===== config.mk =====
export PLATFORM = sky130hd
export DESIGN_NAME = regbus_datapath
export DESIGN_NICKNAME = d
export VERILOG_FILES = /design/src/rtl/rbd_pkg.sv /design/src/rtl/rbd_regfile.sv /design/src/rtl/rbd_bus_sel.sv /design/src/rtl/rbd_alu.sv /design/src/rtl/rbd_flags.sv /design/src/rtl/regbus_datapath.sv
export SDC_FILE = /design/constraint.sdc
export NUM_CORES = 1
export LEC_CHECK = 0
export ABC_CLOCK_PERIOD_IN_PS = 21400
export BUFFER_PORTS_ARGS = -buffer_cell sky130_fd_sc_hd__buf_2
export CORE_UTILIZATION = 50
export CTS_CLUSTER_SIZE = 10
export DETAILED_ROUTE_END_ITERATION = 7
export GPL_ROUTABILITY_DRIVEN = 0
export PLACE_DENSITY = 0.68
export SLEW_MARGIN = 20
export SYNTH_ARGS = -nofsm -noshare
export SYNTH_HDL_FRONTEND = slang
export SYNTH_SLANG_ARGS = --single-unit

===== constraint.sdc =====
create_clock -name clk -period 21.4 [get_ports clk]
set_clock_uncertainty 0.05 [all_clocks]
set_input_delay 6.42 -clock clk [delete_from_list [all_inputs] [get_ports clk]]
set_output_delay 6.42 -clock clk [all_outputs]
set_load 0.05 [all_outputs]

===== src/rtl/rbd_pkg.sv =====
package rbd_pkg;
  typedef enum logic [4:0] {
    OP_XFER = 5'b00000,
    OP_INC  = 5'b00001,
    OP_ADD  = 5'b00010,
    OP_SUB  = 5'b00101,
    OP_DEC  = 5'b00110,
    OP_AND  = 5'b01000,
    OP_OR   = 5'b01010,
    OP_XOR  = 5'b01100,
    OP_NOT  = 5'b01110,
    OP_SHR  = 5'b10000,
    OP_SHL  = 5'b11000
  } alu_op_e;

  typedef struct packed {
    logic c;
    logic s;
    logic z;
    logic v;
  } flags_t;
endpackage


===== src/rtl/rbd_regfile.sv =====
module rbd_regfile #(
  parameter int DATA_W = 8,
  parameter int NREG   = 7,
  parameter int SEL_W  = 3
) (
  input  logic                   clk,
  input  logic                   rst,
  input  logic [SEL_W-1:0]       wr_sel,
  input  logic [DATA_W-1:0]      wr_data,
  output logic [NREG*DATA_W-1:0] rf_flat
);
  logic [DATA_W-1:0] mem [1:NREG];

  always_ff @(posedge clk) begin
    if (rst) begin
      for (int k = 1; k <= NREG; k++) mem[k] <= '0;
    end else begin
      for (int k = 1; k <= NREG; k++)
        if (wr_sel == SEL_W'(k)) mem[k] <= wr_data;
    end
  end

  for (genvar g = 1; g <= NREG; g++) begin : g_flat
    assign rf_flat[(g-1)*DATA_W +: DATA_W] = mem[g];
  end
endmodule


===== src/rtl/rbd_bus_sel.sv =====
module rbd_bus_sel #(
  parameter int DATA_W = 8,
  parameter int NREG   = 7,
  parameter int SEL_W  = 3
) (
  input  logic [SEL_W-1:0]       sel,
  input  logic [DATA_W-1:0]      ext_in,
  input  logic [NREG*DATA_W-1:0] rf_flat,
  output logic [DATA_W-1:0]      bus
);
  always_comb begin
    bus = ext_in;
    for (int k = 1; k <= NREG; k++)
      if (sel == SEL_W'(k)) bus = rf_flat[(k-1)*DATA_W +: DATA_W];
  end
endmodule


===== src/rtl/rbd_alu.sv =====
module rbd_alu
  import rbd_pkg::*;
#(
  parameter int DATA_W = 8,
  parameter int OP_W   = 5
) (
  input  logic [OP_W-1:0]   op,
  input  logic [DATA_W-1:0] a,
  input  logic [DATA_W-1:0] b,
  output logic [DATA_W-1:0] res,
  output logic              carry,
  output logic              ovf
);
  logic [DATA_W-1:0] add_y;
  logic              add_ci;
  logic              is_arith;
  logic [DATA_W:0]   full_sum;
  logic [DATA_W-1:0] low_sum;

  // operand preparation for the shared adder
  always_comb begin
    add_y    = '0;
    add_ci   = 1'b0;
    is_arith = 1'b0;
    case (op)
      OP_INC: begin is_arith = 1'b1; add_ci = 1'b1; end
      OP_ADD: begin is_arith = 1'b1; add_y = b; end
      OP_SUB: begin is_arith = 1'b1; add_y = ~b; add_ci = 1'b1; end
      OP_DEC: begin is_arith = 1'b1; add_y = '1; end
      default: ;
    endcase
  end

  assign full_sum = {1'b0, a} + {1'b0, add_y} + {{DATA_W{1'b0}}, add_ci};
  assign low_sum  = {1'b0, a[DATA_W-2:0]} + {1'b0, add_y[DATA_W-2:0]}
                  + {{(DATA_W-1){1'b0}}, add_ci};

  always_comb begin
    res   = a;
    carry = 1'b0;
    ovf   = 1'b0;
    if (is_arith) begin
      res   = full_sum[DATA_W-1:0];
      carry = full_sum[DATA_W];
      ovf   = full_sum[DATA_W] ^ low_sum[DATA_W-1];
    end else begin
      case (op)
        OP_AND: res = a & b;
        OP_OR:  res = a | b;
        OP_XOR: res = a ^ b;
        OP_NOT: res = ~a;
        OP_SHR: begin res = {1'b0, a[DATA_W-1:1]}; carry = a[0]; end
        OP_SHL: begin res = {a[DATA_W-2:0], 1'b0}; carry = a[DATA_W-1]; end
        default: res = a;
      endcase
    end
  end
endmodule


===== src/rtl/rbd_flags.sv =====
module rbd_flags
  import rbd_pkg::*;
#(
  parameter int DATA_W = 8
) (
  input  logic              clk,
  input  logic              rst,
  input  logic [DATA_W-1:0] res,
  input  logic              carry,
  input  logic              ovf,
  output flags_t            q
);
  always_ff @(posedge clk) begin
    if (rst) q <= '0;
    else begin
      q.c <= carry;
      q.s <= res[DATA_W-1];
      q.z <= (res == '0);
      q.v <= ovf;
    end
  end
endmodule


===== src/rtl/regbus_datapath.sv =====
module regbus_datapath
  import rbd_pkg::*;
#(
  parameter int DATA_W = 8,
  parameter int NREG   = 7,
  parameter int OP_W   = 5,
  localparam int SEL_W = $clog2(NREG + 1),
  localparam int CW_W  = 3 * SEL_W + OP_W
) (
  input  logic              clk,
  input  logic              rst,
  input  logic [CW_W-1:0]   ctrl_word,
  input  logic [DATA_W-1:0] ext_in,
  output logic [DATA_W-1:0] alu_out,
  output logic [3:0]        flags
);
  logic [SEL_W-1:0]       src_sel [2];
  logic [DATA_W-1:0]      src_bus [2];
  logic [SEL_W-1:0]       sel_d;
  logic [OP_W-1:0]        op;
  logic [NREG*DATA_W-1:0] rf_flat;
  logic                   carry, ovf;
  flags_t                 flag_q;

  assign src_sel[0] = ctrl_word[CW_W-1 -: SEL_W];
  assign src_sel[1] = ctrl_word[CW_W-1-SEL_W -: SEL_W];
  assign sel_d      = ctrl_word[OP_W +: SEL_W];
  assign op         = ctrl_word[OP_W-1:0];

  rbd_regfile #(.DATA_W(DATA_W), .NREG(NREG), .SEL_W(SEL_W)) u_rf (
    .clk(clk), .rst(rst), .wr_sel(sel_d), .wr_data(alu_out), .rf_flat(rf_flat)
  );

  for (genvar g = 0; g < 2; g++) begin : g_bus
    rbd_bus_sel #(.DATA_W(DATA_W), .NREG(NREG), .SEL_W(SEL_W)) u_sel (
      .sel(src_sel[g]), .ext_in(ext_in), .rf_flat(rf_flat), .bus(src_bus[g])
    );
  end

  rbd_alu #(.DATA_W(DATA_W), .OP_W(OP_W)) u_alu (
    .op(op), .a(src_bus[0]), .b(src_bus[1]),
    .res(alu_out), .carry(carry), .ovf(ovf)
  );

  rbd_flags #(.DATA_W(DATA_W)) u_flags (
    .clk(clk), .rst(rst), .res(alu_out), .carry(carry), .ovf(ovf), .q(flag_q)
  );

  assign flags = flag_q;
endmodule


Word level (Yosys, flattened, before mapping)
Memory sizes are Yosys's and may differ from the RTL's.
Index checks and enable logic that the tools add are counted.
{"block": "totals", "regBits": 4, "mem_bits_rw": 56, "in_bits": 24, "output_inout_bits": 12, "word_cells": 109, "mem_count": 1}
{"memory": "u_rf.mem", "words": 7, "width": 8, "read_ports": 7, "rd_ports_with_merged_regs": 0, "write_ports": 7, "line": "rbd_regfile.sv:12", "rtl": "logic [DATA_W-1:0] mem [1:NREG];"}
{"block": "op_classes", "addsub": 4, "n_eq_ne": 31, "muxes": 51, "n_bitwise": 14, "n_reduce_logical": 4}
{"op": "8-bit 2-to-1 mux", "count": 22}
{"op": "8-bit one-hot mux with 6 select lines", "count": 1}
{"op": "3-bit equality test (second input constant)", "count": 12}
{"op": "1-bit 2-to-1 mux", "count": 26}
{"op": "8-bit one-hot mux with 3 select lines", "count": 1}
{"op": "5-bit by 4-bit equality test with 1-bit output (second input constant)", "count": 4}
{"op": "3-bit by 2-bit equality test with 1-bit output (second input constant)", "count": 6}
{"op": "8-bit inverter", "count": 2}
{"op": "5-bit by 3-bit equality test with 1-bit output (second input constant)", "count": 2}
{"op": "5-bit equality test (second input constant)", "count": 2}
{"op": "8-bit by 8-bit adder with 9-bit output", "count": 1}
{"op": "9-bit by 1-bit adder with 9-bit output", "count": 1}
{"op": "3-bit by 1-bit equality test with 1-bit output (second input constant)", "count": 3}
{"op": "7-bit by 7-bit adder with 8-bit output", "count": 1}
{"op": "8-bit by 1-bit adder with 8-bit output", "count": 1}
{"op": "8-bit bitwise AND", "count": 1}
{"op": "8-bit zero test", "count": 1}
{"op": "8-bit OR", "count": 1}
{"op": "8-bit XOR", "count": 1}
{"op": "1-bit OR", "count": 7}
{"op": "5-bit by 1-bit equality test with 1-bit output (second input constant)", "count": 1}
{"op": "5-bit by 2-bit equality test with 1-bit output (second input constant)", "count": 1}
{"op": "2-bit OR reduction", "count": 2}
{"op": "4-bit OR reduction", "count": 1}
{"op": "3 further kinds", "count": 3}

Longest topological paths before layout
{"block": "logic_depth", "word_depth": 14, "ltp_mapped": 20, "depth_no_buf": 17}

Cells and area by module
Synthesis repeated with hierarchy kept, for this count alone.
{"block": "hier_totals", "hier_cells": 491, "area_unflattened_um2": 5099.9}
{"module": "rbd_regfile", "n_inst": 1, "cells_per_inst": 134, "area_per_inst_um2": 2263.4, "seq_area_each_um2": 1681.6}
{"module": "rbd_alu", "n_inst": 1, "cells_per_inst": 203, "area_per_inst_um2": 1455.1, "seq_area_each_um2": 0.0}
{"module": "rbd_bus_sel", "n_inst": 2, "cells_per_inst": 72, "area_per_inst_um2": 628.1, "seq_area_each_um2": 0.0}
{"module": "rbd_flags", "n_inst": 1, "cells_per_inst": 10, "area_per_inst_um2": 125.1, "seq_area_each_um2": 80.1}

Worst setup path after synthesis
No wires, ideal clock.
{"block": "synth_timing", "kind": "input port to output port", "from": "input ctrl_word[10]", "to": "output alu_out[6]", "t_arrival_ns": 9.796, "required_ns": 14.930, "setup_slack_ns": 5.134, "path_stages": 15, "path_buffers": 2, "cell_sequence": "clkbuf_1 -> clkbuf_1 -> o21ai_0 -> a22oi_1 -> o2111ai_1 -> o21ai_0 -> a21oi_1 -> fa_1 -> fa_1 -> a211oi_1 -> o21bai_1 -> a21oi_1 -> xnor2_1 -> o221ai_2 -> inv_1"}
{"block": "synth_via", "elab_chain_cells": 13, "elab_cells_between_ends": 23, "classes_between": "add/sub (2); eq/ne (7); mux (10); bitwise (4)"}
{"item": "from (decl)", "line": "regbus_datapath.sv:12", "rtl": "input logic [CW_W-1:0] ctrl_word,"}
{"item": "3-bit by 1-bit equality test with 1-bit output", "line": "rbd_bus_sel.sv:14", "rtl": "if (sel == SEL_W'(k)) bus = rf_flat[(k-1)*DATA_W +: DATA_W];"}
{"item": "8-bit 2-to-1 mux (6 in a row)", "line": "rbd_bus_sel.sv:14"}
{"item": "8-bit 2-to-1 mux *", "line": "rbd_bus_sel.sv:14"}
{"item": "8-bit inverter", "line": "rbd_alu.sv:28", "rtl": "OP_SUB: begin is_arith = 1'b1; add_y = ~b; add_ci = 1'b1; end"}
{"item": "8-bit one-hot mux with 3 select lines", "line": "rbd_alu.sv:25", "rtl": "case (op)"}
{"item": "8-bit by 8-bit adder with 9-bit output", "line": "rbd_alu.sv:34", "rtl": "assign full_sum = {1'b0, a} + {1'b0, add_y} + {{DATA_W{1'b0}}, add_ci};"}
{"item": "9-bit by 1-bit adder with 9-bit output", "line": "rbd_alu.sv:34"}
{"item": "8-bit 2-to-1 mux *", "line": "rbd_alu.sv:42", "rtl": "if (is_arith) begin"}
{"item": "to (decl)", "line": "regbus_datapath.sv:14", "rtl": "output logic [DATA_W-1:0] alu_out,"}
Every way passes the cells marked *; elsewhere a longest branch is shown, timed or not.

Worst setup path in the final report
{"block": "layout_timing", "from": "input ctrl_word[9]", "to": "output alu_out[7]"}
Same word-level chain as after synthesis.

==> impl_results.md <==
- Syn nets: approximately 670
- Hold Path Class: flip-flop to flip-flop
- Syn Inst Count: between 600 and 700
- Fin util: between 50% and 60%
- Layout cells sized above 1: 12.6%
- Vias/cell: 6.65
- Mapped cell area: ~5300 sq um
- RSZ-0062 raised after global routing: false
- Worst Setup End Kind: output pin
- Fin crit share: between 80% and 90%
- Worst EP arrival: around 11000 ps
- Synth Flop Type: edfxtp_1
- CTS sink cnt: 60
- Clock Latency Late Sink: 350 ps
- WL met1: a little over 7 mm
- DR vias: between 5000 and 6000
- Initial Util: 51.4%
- Global-route wire length before repair: 25.8 mm
- Gr usage total: 30.9%
- R2R depth: 16
- Worst path required time: about 15000 ps
- Post-CTS Setup Inserts: 0
- Slew at the pin closest to its max-slew limit: between 900 and 1000 ps
- TritonCTS Buffers: 9
- Post-Syn Area per Cell: 8.57 sq um
- Max Root-Sink Buffers: 2
- Critical path type: primary input to output pin
- Vias in the first global route: roughly 4600
- Num rows: 37
- I/O pin total: 36
- Met3 wire len: around 1.8 mm
- Achievable Freq: between 50 and 60 MHz
- Initial antenna violation count: 0
- Die area: 11000 sq um
- Die H: ~110 microns
- Die W: ~110 microns
- EDFF count, synth: 56
- Port bufs: 35
- Area growth from synthesis to layout: 5.94%
- Seq/Total Area, Yosys: between 30 and 40%
- Commonest non-fill, non-tap cell in the layout: nor2_1
- Routed WL per cell: about 22 microns
- Ys async rst share: 0%
- Drt total wl: 16.8 mm
- Hold_buf cts: 0
- Startpoint types: primary input
- Resized cells post-CTS: 0
- Status: complete, no violations
- Core area: ~10000 sq um
- Largest net degree at the start of global routing: ~50
- Yosys reg bits: 60
- Crit path time final: roughly 17000 ps
- Unique masters post-synth: 78
- Max-cap violations: 0
- Rel. slew slack: about a third
- Clock slew at reported path FFs: ~70 ps
- Synthesis Warnings: 0
- CTS tree: yes
- P per Cell Area: around 61 nW/um^2
- Fill cells: 962
- Final nets: about 670
- Post-detail-place hpwl: approximately 12 mm
- Clk root buf: clkbuf_8
- Global route overflow: 0
- Total power: ~0.00034 W
- Commonest cells after routing, fill and taps aside: nor2_1 (101), edfxtp_1 (56), o21ai_0 (43), nand2_1 (38)
- Finish-stage setup viols: 0
- Hold-critical path depth: 3
- Met2 wire length: between 7 and 8 mm
- Drt first-iter violations: 701
- Leakage: 2.25 nW
- Drc violations: 0
- Highest Signal Layer: met4
- Antenna diodes: 0
- DR pass1 iterations: 7
- ANT nets after route: 0
- Pins Over Slew Limit: 0
- Peak VDD IR: between 50 and 60 uV
- Final Hold Viols: 0
- H-Tree Depth: 3
- Fin Setup TNS: 0 ps
- Worst Path Max Fanout: 32
[synth_stat cells (11+ instances only)]
master    count  area [sq um]
nor2_1      101           379
edfxtp_1     56          1680
o21ai_0      43           215
nand2_1      38           143
a21oi_1      37           185
inv_1        37           139
mux2i_1      27           270
ha_1         23           288
clkbuf_1     21          78.8
nand2b_1     15          93.8
nand3_1      14          70.1
buf_2        13          65.1
a211oi_1     11          82.6
nor3_1       11          55.1
[layout make-up]
cell class              count  area (sq um)  area share, %
inverters                  39           146           2.60
multi-input cells         479          3190           56.8
flip-flops and latches     60          1760           31.3
clock inverters             7          50.0          0.890
clock buffers               9           124           2.20
repair buffers             35           175           3.12
well taps                 136           170           3.03
[registers in the layout, indices dropped and copies added (netlist names)]
| name | cells |
|---|---|
| u_rf.mem | 56 |
| u_flags.q | 4 |
[power by group]
part | internal, W | switching, W
logic | 0.0000329 | 0.0000736
clock network | 0.0000423 | 0.0000495
registers | 0.000135 | 0.00000631
[kinds of logic after synthesis]
kind of cell	count (synthesis)	share of synthesized area [%]
AOI/OAI and AO/OA	183	24.3
buffers and inverters	80	6.60
muxes	38	8.35
adders and majority gates	25	6.18
xor gates and xnor gates	6	0.991
and+or+nand+nor	227	20.4
DFF	60	33.2
[metal layers]
metal | up-vias | track usage [%]
li1 | 2294 | -
met3 | 61 | 5.99
met5 | - | 0
met1 | 2391 | 42.6
met2 | 340 | 47.9
met4 | 0 | 12.1
[per-stage QoR]
stage | cell area (sq um) | hold WS (ps) | setup WS, ps | cells
floorplan | 5310 | 839 | 5130 | 619
global placement | 5450 | 1110 | 4500 | 749
detailed placement | 5450 | 1130 | 4320 | 749
CTS | 5620 | 1130 | 4310 | 765
global route | 5620 | 1170 | 3880 | 765
finish | 5620 | 1160 | 4180 | 765
[worst max-delay path, cell delays in order]
cell      delay, ps
buf_2           540
nor2_1          180
a32o_1          330
o31ai_1         240
a21oi_1         130
a31o_2          260
inv_1            80
nand2_1          50
a21oi_1         360
ha_1            320
a211oi_1        360
o211ai_1        150
a31oi_1         310
xnor2_1         110
o221ai_1        530
inv_1           120
buf_2           240
[worst paths after layout]
| path | slack [ps] | end | from |
|---|---|---|---|
| max | 4180 | alu_out[7] | ctrl_word[9] |
| min | 1160 | u_flags.q[2]$_SDFF_PP0_ | u_rf.mem[7][7]$_SDFFCE_PN0P_ |
| max reg2reg | 17080 | u_rf.mem[5][7]$_SDFFCE_PN0P_ | u_rf.mem[1][0]$_SDFFCE_PN0P_ |
| min reg2reg | 1160 | u_flags.q[2]$_SDFF_PP0_ | u_rf.mem[7][7]$_SDFFCE_PN0P_ |
Power figures use the tool's default switching activity.
